===== src/rtl/pwm_dac_pkg.sv =====
package pwm_dac_pkg;

    localparam int unsigned SAMPLE_W   = 8;
    localparam int unsigned SINE_DEPTH = 32;
    localparam int unsigned NUM_CHAN   = 3;

    typedef enum logic [1:0] {
        CH_SINE = 2'd0,
        CH_RAMP = 2'd1,
        CH_DC   = 2'd2
    } chan_e;

    // Quarter-wave symmetric sine, centred at 128, amplitude 127.
    function automatic logic [SAMPLE_W-1:0] sine_sample(input logic [4:0] idx);
        logic [SAMPLE_W-1:0] v;
        unique case (idx)
            5'd0:  v = 8'd128;
            5'd1:  v = 8'd153;
            5'd2:  v = 8'd177;
            5'd3:  v = 8'd199;
            5'd4:  v = 8'd218;
            5'd5:  v = 8'd234;
            5'd6:  v = 8'd245;
            5'd7:  v = 8'd253;
            5'd8:  v = 8'd255;
            5'd9:  v = 8'd253;
            5'd10: v = 8'd245;
            5'd11: v = 8'd234;
            5'd12: v = 8'd218;
            5'd13: v = 8'd199;
            5'd14: v = 8'd177;
            5'd15: v = 8'd153;
            5'd16: v = 8'd128;
            5'd17: v = 8'd103;
            5'd18: v = 8'd79;
            5'd19: v = 8'd57;
            5'd20: v = 8'd38;
            5'd21: v = 8'd22;
            5'd22: v = 8'd11;
            5'd23: v = 8'd3;
            5'd24: v = 8'd1;
            5'd25: v = 8'd3;
            5'd26: v = 8'd11;
            5'd27: v = 8'd22;
            5'd28: v = 8'd38;
            5'd29: v = 8'd57;
            5'd30: v = 8'd79;
            default: v = 8'd103;
        endcase
        return v;
    endfunction

endpackage


===== src/rtl/pwm_period_ctr.sv =====
module pwm_period_ctr #(
    parameter int unsigned CNT_MAX = 255,
    localparam int unsigned CNT_W  = $clog2(CNT_MAX + 1)
) (
    input  logic             clk_i,
    input  logic             rst_ni,
    output logic [CNT_W-1:0] cnt_o,
    output logic             wrap_o
);

    typedef struct packed {
        logic [CNT_W-1:0] cnt;
    } ctr_state_t;

    ctr_state_t st_d, st_q;

    always_comb begin
        st_d = st_q;
        if (st_q.cnt == CNT_W'(CNT_MAX)) begin
            st_d.cnt = '0;
        end else begin
            st_d.cnt = st_q.cnt + 1'b1;
        end
    end

    always_ff @(posedge clk_i) begin
        if (!rst_ni) begin
            st_q <= '0;
        end else begin
            st_q <= st_d;
        end
    end

    assign cnt_o  = st_q.cnt;
    assign wrap_o = (st_q.cnt == CNT_W'(CNT_MAX));

    // counter wraps to zero after its maximum
    p_wrap_to_zero_r1: assert property (@(posedge clk_i) disable iff (!rst_ni)
        wrap_o |=> (cnt_o == '0));

    // counter advances by exactly one otherwise
    p_count_step_r1: assert property (@(posedge clk_i) disable iff (!rst_ni)
        !wrap_o |=> (cnt_o == $past(cnt_o) + 1'b1));

endmodule


===== src/rtl/pwm_wave_seq.sv =====
module pwm_wave_seq
    import pwm_dac_pkg::*;
#(
    parameter int unsigned CNT_MAX     = 255,
    parameter int unsigned RAMP_STEPS  = 64,
    localparam int unsigned CNT_W      = $clog2(CNT_MAX + 1),
    localparam int unsigned PTR_W      = $clog2(SINE_DEPTH),
    localparam int unsigned RAMP_INC   = (CNT_MAX + 1) / RAMP_STEPS,
    localparam int unsigned RAMP_TOP   = CNT_MAX + 1 - RAMP_INC
) (
    input  logic             clk_i,
    input  logic             rst_ni,
    input  logic             wrap_i,
    output logic [CNT_W-1:0] sine_cmp_o,
    output logic [CNT_W-1:0] ramp_cmp_o
);

    typedef struct packed {
        logic [PTR_W-1:0] ptr;
        logic [CNT_W-1:0] ramp;
    } seq_state_t;

    seq_state_t st_d, st_q;

    always_comb begin
        st_d = st_q;
        if (wrap_i) begin
            // pointer wraps modulo the table depth by width
            st_d.ptr = st_q.ptr + 1'b1;
            if (st_q.ramp == CNT_W'(RAMP_TOP)) begin
                st_d.ramp = '0;
            end else begin
                st_d.ramp = st_q.ramp + CNT_W'(RAMP_INC);
            end
        end
    end

    always_ff @(posedge clk_i) begin
        if (!rst_ni) begin
            st_q <= '0;
        end else begin
            st_q <= st_d;
        end
    end

    assign sine_cmp_o = CNT_W'(sine_sample(5'(st_q.ptr)));
    assign ramp_cmp_o = st_q.ramp;

    // pointer returns to entry 0 after the last entry
    p_ptr_wrap_r8: assert property (@(posedge clk_i) disable iff (!rst_ni)
        (wrap_i && st_q.ptr == PTR_W'(SINE_DEPTH - 1)) |=> (st_q.ptr == '0));

    // ramp restarts at zero after its top value
    p_ramp_wrap_r5: assert property (@(posedge clk_i) disable iff (!rst_ni)
        (wrap_i && st_q.ramp == CNT_W'(RAMP_TOP)) |=> (st_q.ramp == '0));

    // ramp only moves at the period boundary
    p_ramp_hold_r5: assert property (@(posedge clk_i) disable iff (!rst_ni)
        !wrap_i |=> $stable(st_q.ramp));

    // pointer only moves at the period boundary
    p_ptr_hold_r4: assert property (@(posedge clk_i) disable iff (!rst_ni)
        !wrap_i |=> $stable(st_q.ptr));

endmodule


===== src/rtl/pwm_rs_channel.sv =====
module pwm_rs_channel #(
    parameter int unsigned CNT_MAX = 255,
    localparam int unsigned CNT_W  = $clog2(CNT_MAX + 1)
) (
    input  logic             clk_i,
    input  logic             rst_ni,
    input  logic [CNT_W-1:0] cnt_i,
    input  logic             wrap_i,
    input  logic [CNT_W-1:0] load_i,
    output logic             pwm_o
);

    typedef struct packed {
        logic [CNT_W-1:0] cmp;
        logic             out;
    } chan_state_t;

    chan_state_t st_d, st_q;
    logic [CNT_W:0] cnt_next;

    always_comb begin
        st_d     = st_q;
        cnt_next = {1'b0, cnt_i} + 1'b1;
        if (wrap_i) begin
            // period boundary: take the buffered value and set the output
            st_d.cmp = load_i;
            st_d.out = (load_i != '0);
        end else if (cnt_next == {1'b0, st_q.cmp}) begin
            // count is about to reach the compare value: clear
            st_d.out = 1'b0;
        end
    end

    always_ff @(posedge clk_i) begin
        if (!rst_ni) begin
            st_q <= '0;
        end else begin
            st_q <= st_d;
        end
    end

    assign pwm_o = st_q.out;

    // output is high exactly while the count is below the compare
    p_width_r2: assert property (@(posedge clk_i) disable iff (!rst_ni)
        pwm_o == (cnt_i < st_q.cmp));

    // zero compare never lets the output rise
    p_zero_low_r3: assert property (@(posedge clk_i) disable iff (!rst_ni)
        (st_q.cmp == '0) |-> !pwm_o);

    // compare value never changes mid-period
    p_cmp_stable_r6: assert property (@(posedge clk_i) disable iff (!rst_ni)
        !wrap_i |=> $stable(st_q.cmp));

endmodule


===== src/rtl/pwm_wave_dac.sv =====
module pwm_wave_dac
    import pwm_dac_pkg::*;
#(
    parameter int unsigned CNT_MAX    = 255,
    parameter int unsigned RAMP_STEPS = 64,
    localparam int unsigned CNT_W     = $clog2(CNT_MAX + 1)
) (
    input  logic                clk_i,
    input  logic                rst_ni,
    input  logic [SAMPLE_W-1:0] dc_level_i,
    output logic                pwm_sine_o,
    output logic                pwm_ramp_o,
    output logic                pwm_dc_o
);

    logic [CNT_W-1:0]    cnt;
    logic                wrap;
    logic [CNT_W-1:0]    sine_cmp;
    logic [CNT_W-1:0]    ramp_cmp;
    logic [CNT_W-1:0]    load [NUM_CHAN];
    logic [NUM_CHAN-1:0] pwm;

    pwm_period_ctr #(
        .CNT_MAX (CNT_MAX)
    ) u_ctr (
        .clk_i  (clk_i),
        .rst_ni (rst_ni),
        .cnt_o  (cnt),
        .wrap_o (wrap)
    );

    pwm_wave_seq #(
        .CNT_MAX    (CNT_MAX),
        .RAMP_STEPS (RAMP_STEPS)
    ) u_seq (
        .clk_i      (clk_i),
        .rst_ni     (rst_ni),
        .wrap_i     (wrap),
        .sine_cmp_o (sine_cmp),
        .ramp_cmp_o (ramp_cmp)
    );

    assign load[CH_SINE] = sine_cmp;
    assign load[CH_RAMP] = ramp_cmp;
    assign load[CH_DC]   = CNT_W'(dc_level_i);

    for (genvar g = 0; g < NUM_CHAN; g++) begin : g_chan
        pwm_rs_channel #(
            .CNT_MAX (CNT_MAX)
        ) u_chan (
            .clk_i  (clk_i),
            .rst_ni (rst_ni),
            .cnt_i  (cnt),
            .wrap_i (wrap),
            .load_i (load[g]),
            .pwm_o  (pwm[g])
        );
    end

    assign pwm_sine_o = pwm[CH_SINE];
    assign pwm_ramp_o = pwm[CH_RAMP];
    assign pwm_dc_o   = pwm[CH_DC];

    // every output is low right after reset is released
    p_reset_low_r7: assert property (@(posedge clk_i)
        $rose(rst_ni) |-> (pwm == '0));

endmodule


===== config.mk =====
export PLATFORM = sky130hd
export DESIGN_NAME = pwm_wave_dac
export DESIGN_NICKNAME = d
export VERILOG_FILES = /design/src/rtl/pwm_dac_pkg.sv /design/src/rtl/pwm_period_ctr.sv /design/src/rtl/pwm_wave_seq.sv /design/src/rtl/pwm_rs_channel.sv /design/src/rtl/pwm_wave_dac.sv
export SDC_FILE = /design/constraint.sdc
export NUM_CORES = 1
export LEC_CHECK = 0
export ABC_AREA = 1
export BUFFER_PORTS_ARGS = -buffer_cell sky130_fd_sc_hd__buf_2
export CAP_MARGIN = 20
export CORE_ASPECT_RATIO = 0.6
export CORE_UTILIZATION = 55
export CTS_CLUSTER_SIZE = 12
export DETAILED_ROUTE_END_ITERATION = 8
export GPL_TIMING_DRIVEN = 0
export HOLD_SLACK_MARGIN = 0.06
export PLACE_DENSITY = 0.79
export RECOVER_POWER = 25
export SYNTH_ARGS = -nofsm -noshare
export SYNTH_HDL_FRONTEND = slang
export SYNTH_HIERARCHICAL = 1
export SYNTH_SLANG_ARGS = --single-unit
export TNS_END_PERCENT = 5

===== constraint.sdc =====
create_clock -name clk_i -period 3.4 [get_ports clk_i]
set_input_delay 0.51 -clock clk_i [delete_from_list [all_inputs] [get_ports clk_i]]
set_output_delay 0.51 -clock clk_i [all_outputs]
set_load 0.02 [all_outputs]

# Word-level counts from Yosys, hierarchy flattened
# Memory sizes are Yosys's and may differ from the RTL's. A register that Yosys moved wholly into a read port is not among the register bits.
# Index checks and enable logic that the tools add are counted.
# op_classes
n_addsub	4
mul	0
div_mod_pow	0
order_cmp	0
eq_ne	5
n_shift	0
muxes	9
bitwise_logic	1
n_reduce_logical	7
# ops
operator	n
$eq A9 B8 Y1	3
$reduce_bool A8 Y1	3
$eq A8 B8 Y1 const B	2
$mux W5	2
$add A8 B1 Y9 const B	1
$add A8 B1 Y8 const B	1
$add A8 B3 Y8 const B	1
$mux W8	1
$mux W1	6
$reduce_bool A2 Y1	3
$add A5 B1 Y5 const B	1
$reduce_or A2 Y1	1
$not A1 Y1	1
# word_totals
regBits	48
latch_bits	0
ram_bits	0
mem_bits_ro	256
out_inout_bits	3
n_memories	1
# memory_table
memory	depth	width	read_ports	rd_ports_with_merged_regs	write_ports	line_no	text
(name not given)	32	8	1	1	0	pwm_dac_pkg.sv:16	unique case (idx)

# Depth between registers and ports, before layout
# logic_depth
word_depth	4
ltp_mapped	18
mapped_depth_nobuf	17

# Cells and area by module
# The synthesis kept the hierarchy.
# modules_own_cells
mod	instances	cells_each	area_per_inst_um2	seq_area_each_um2
pwm_rs_channel	3	120	684.4	180.2
pwm_wave_seq	1	198	1348.8	380.4
pwm_period_ctr	1	54	377.9	160.2

# Worst setup path before layout
# OpenSTA, ideal clock, no wires.
# synth_timing
path_kind	register to register
from	register u_ctr.st_q (netlist bit u_ctr/cnt_o[0])
to	register u_seq/sine_cmp_o[3] (netlist name)
setup_ns	0.112
t_arrival_ns	2.582
required_ns	3.288
setup_slack_ns	0.706
path_stages_with_launch	17
synth_period_minus_slack_ns	2.694
cell_sequence	dfxtp_1 -> ha_1 -> nand2_2 -> nor2_2 -> nand2_1 -> inv_1 -> buf_6 -> nor2_1 -> nor2_4 -> inv_1 -> ha_1 -> nand4_1 -> nand2_1 -> nand2_1 -> nand2_1 -> nand2_1 -> nand2_1
# synth_via
elab_chain_cells	3
# synth_lines
element	line_no	text
start, declared	pwm_period_ctr.sv:15	ctr_state_t st_d, st_q;
start signal, assigned	pwm_period_ctr.sv:30	st_q <= st_d;
$eq A8 B8 Y1	pwm_period_ctr.sv:35	assign wrap_o = (st_q.cnt == CNT_W'(CNT_MAX));
named net wrap	pwm_wave_dac.sv:17	logic wrap;
$mux W5 (no line) (2 in series)	-	
# The timed path passes the listed nets, and every way through them passes these cells.
# A chain may end at the register's enable or synchronous reset.

# Worst setup path after layout
# layout_timing
from	register u_ctr.st_q (netlist bit u_ctr/cnt_o[1])
to	register u_seq/sine_cmp_o[1] (netlist name)
# layout_via
elab_chain_cells	3
# layout_lines
element	line_no
$eq A8 B8 Y1	pwm_period_ctr.sv:35
named net wrap	pwm_wave_dac.sv:17
$mux W5 (no line) (2 in series)	-
# The timed path passes the listed nets, and every way through them passes these cells.

==> metrics <==
worst hold path type reg2reg; crit path cell chain ha_1 > nand2_1 > nor2_1 > nand2_1 > clkinvlp_4 > buf_6 > nor2_1 > nor2_4 > inv_1 > ha_1 > inv_1 > nand2_1 > nand2_1 > nand2_1 > nand2_1 > nand2_1; Layout Area Growth over Synthesis 8.54%; status completed; Setup crit start u_ctr/cnt_o[1]$_SDFF_PP0_; worst slew pin tran ~640 ps; CP endpoint kind register; 1st-iter DRT viols 306; worst hold start u_seq/sine_cmp_o[6]$_DFF_P_; routability cong. a little over 0.9; R2R Setup Slk between 300 and 400 ps; Reg clk slew, reported paths around 70 ps; PD cells 309 nW/µm²; met1 track demand over resource between 30% and 40%; Max-cap violations 0; Die ar. roughly 7200 µm²; initial core utilization about three fifths; number of synthesized flops with an enable pin 0; cell with the most instances after synthesis nand2_1; DRC 0; GR Util met3 under 10%; sequential area share after synthesis between 20% and 30%; Port Buffers 12; Synth cell types 33; most used routing layer met2; unrepaired setup endpoints after global routing false; clock latency on the worst-skew pair around 300 ps; first-pass GRT wire length 14600 µm; CTS tree done; via count approximately 3700; # clock sinks 54; reg-to-reg critical path startpoint u_ctr/cnt_o[1]$_SDFF_PP0_; dpl cell area 3950 µm²; Worst Reg2Reg Path Length in Cells 16; pin count of the biggest net entering global routing 35; worst IR drop on VDD around 0.26 mV; minimum clock period 3020 ps; maximum clock path buffer count 2; CP Capture Point u_seq/sine_cmp_o[1]$_DFF_P_; hold_buf cts 0; layout cells sized above 1 ~11%; Root Buffer clkbuf_16; Arr. time, crit path between 3000 and 4000 ps; post-DR vias/cell just over 5; DIE HEIGHT about 66 µm; final wirelength between 8000 and 9000 µm; post-route ant nets 0; CTS H-tree depth 2; Ys Warns 6; CP max stage delay roughly 620 ps; Mapped Area around 3800 µm²; top cells by area, synth dfxtp_1 (29%), nand2_1 (22%), inv_1 (9.5%); number of global-route vias before repair between 3000 and 4000; CP dominant cell by count nand2_1; final period utilization between 80% and 90%; gr ovfl total 0; CORE AREA roughly 6400 µm²; Slew Viols, Final 0; Mapped Cells 612; DP Wirelength ~6500 µm; WL/cell between 10 and 15 µm; Mean Syn Cell Area around 6.2 µm²; initial antenna violation count 0; Fmax between 0.3 and 0.4 GHz; Fin Clk Skew 7.44 ps; Num CTS Buffers 5; slowest CP cell dfxtp_1; top-area cell type share of the netlist area around 29%; Leak approximately 2 nW; Max transition margin between 50% and 60%; Critical Path RT approximately 3600 ps; met2 usage roughly two fifths; Final setup viols 0; DR pass1 iterations 6; CP Launch Type register; worst flop-to-flop path endpoint u_seq/sine_cmp_o[1]$_DFF_P_; #FFs+latches synth between 50 and 60; nets@finish about 660; row count 22; Crit Path Class reg2reg; final instance area about 4000 µm²; final hold violations 0; die width about 110 µm; Main synth FF type dfxtp_1; ys async rst share 0%; number of diodes 0; Ports 13; critical path peak fanout 12; commonest cells in the netlist nand2_1 (221), inv_1 (96), dfxtp_1 (54), nor2_1 (50), nand3_1 (41); Hold WS 463 ps; largest area contributor in the netlist dfxtp_1; Overall Global Routing Usage around a quarter
==> repair_timing <==
item / CTS / global route
resized for setup: 1 / 3
buffers inserted: 0 / 3
setup endpoints to repair: 2 / 5
hold endpoints to repair: 0 / 0
==> placed cells by master (no fill, tap or decap), types with 4 or more instances in the layout <==
cell type and instances:
dfxtp_1 51, a21oi_1 27, nand3_1 41, clkbuf_16 5
buf_6 6, nand2_1 223, nand4_1 7, buf_2 10
inv_1 95, nor2_1 51, o21ai_2 4, nand3_2 5
a21oi_2 4, buf_4 10, nand3b_1 6, o21ai_0 27
nor2_2 7, xnor2_1 4, clkbuf_1 5, ha_1 14
==> report_power, final <==
part	leakage [nW]	switching [mW]	internal (mW)	total (mW)
Sequential	0.437	0.0152	0.635	0.651
Clock	0.0729	0.240	0.292	0.532
Combinational	1.44	0.0528	0.0306	0.0835
==> registers in the layout (all words and copies together), names as in the netlist <==
| signal | cells |
|---|---|
| g_chan.u_chan/st_q | 24 |
| u_ctr/cnt_o | 8 |
| u_seq/sine_cmp_o | 8 |
| u_seq/ramp_cmp_o | 6 |
| u_seq/st_q | 5 |
| g_chan.u_chan/pwm_o | 3 |
==> logic make-up (layout without fill, tap and decap cells) <==
kind of cell               Yosys count  after routing  share of synthesized area, %
and+or+nand+nor                    353            353                          40.9
buffers and inverters              114            137                          13.6
AOI/OAI and AO/OA                   69             69                          10.5
DFF                                 54             54                          28.6
adders and majority gates           14             14                          4.63
xor gates and xnor gates             7              7                          1.62
other                                1              2                        0.0992
==> per-stage QoR <==
step	power (mW)	instances	util, %	setup TNS [ps]	worst slack, ps
3_5_place_dp	0.746	709	62.1	-47.3	-27.7
4_1_cts	1.28	717	64.5	0	141
5_1_grt	1.31	720	64.5	0	133
6_report	1.27	720	64.5	0	380
2_1_floorplan	0.716	613	-	0	706
3_3_place_gp	0.742	709	62.1	0	23.5
==> layer usage <==
metal	share of wire [%]	routed length, µm	up-vias
met4	0.99	87	0
met3	7.2	635	11
met5	0	0	-
met2	40	3550	104
li1	-	-	1937
met1	51	4520	1689
==> how the worst min path moves through the flow <==
stage               depth (start not counted)  slack [ps]                                     to
CTS                                         3         450  g_chan[2].u_chan/st_q[6]$_SDFFE_PN0P_
finish                                      2         460  g_chan[0].u_chan/st_q[7]$_SDFFE_PN0P_
global route                                3         470  g_chan[2].u_chan/st_q[6]$_SDFFE_PN0P_
detailed placement                          2         450  g_chan[0].u_chan/st_q[8]$_SDFFE_PN0P_
floorplan                                   2         430  g_chan[0].u_chan/st_q[1]$_SDFFE_PN0P_
global placement                            2         450  g_chan[0].u_chan/st_q[2]$_SDFFE_PN0P_
==> critical path, delay by kind of cell, from the launching register on <==
kind,cells,cell delay [ps]
simple gates,10,1070
fa+ha+maj,2,660
flops,1,620
buf+inv,4,560
==> cell type report <==
cell class	count	area, µm²
buffer	16	136
clock buffer	6	139
clock inverter	2	12.5
fill	573	2260
inverter	98	373
multi-input combinational	445	2180
sequential	54	1080
tap	84	105
timing repair buffer	15	75.1
Note: power is estimated with default switching activity, not from simulation.
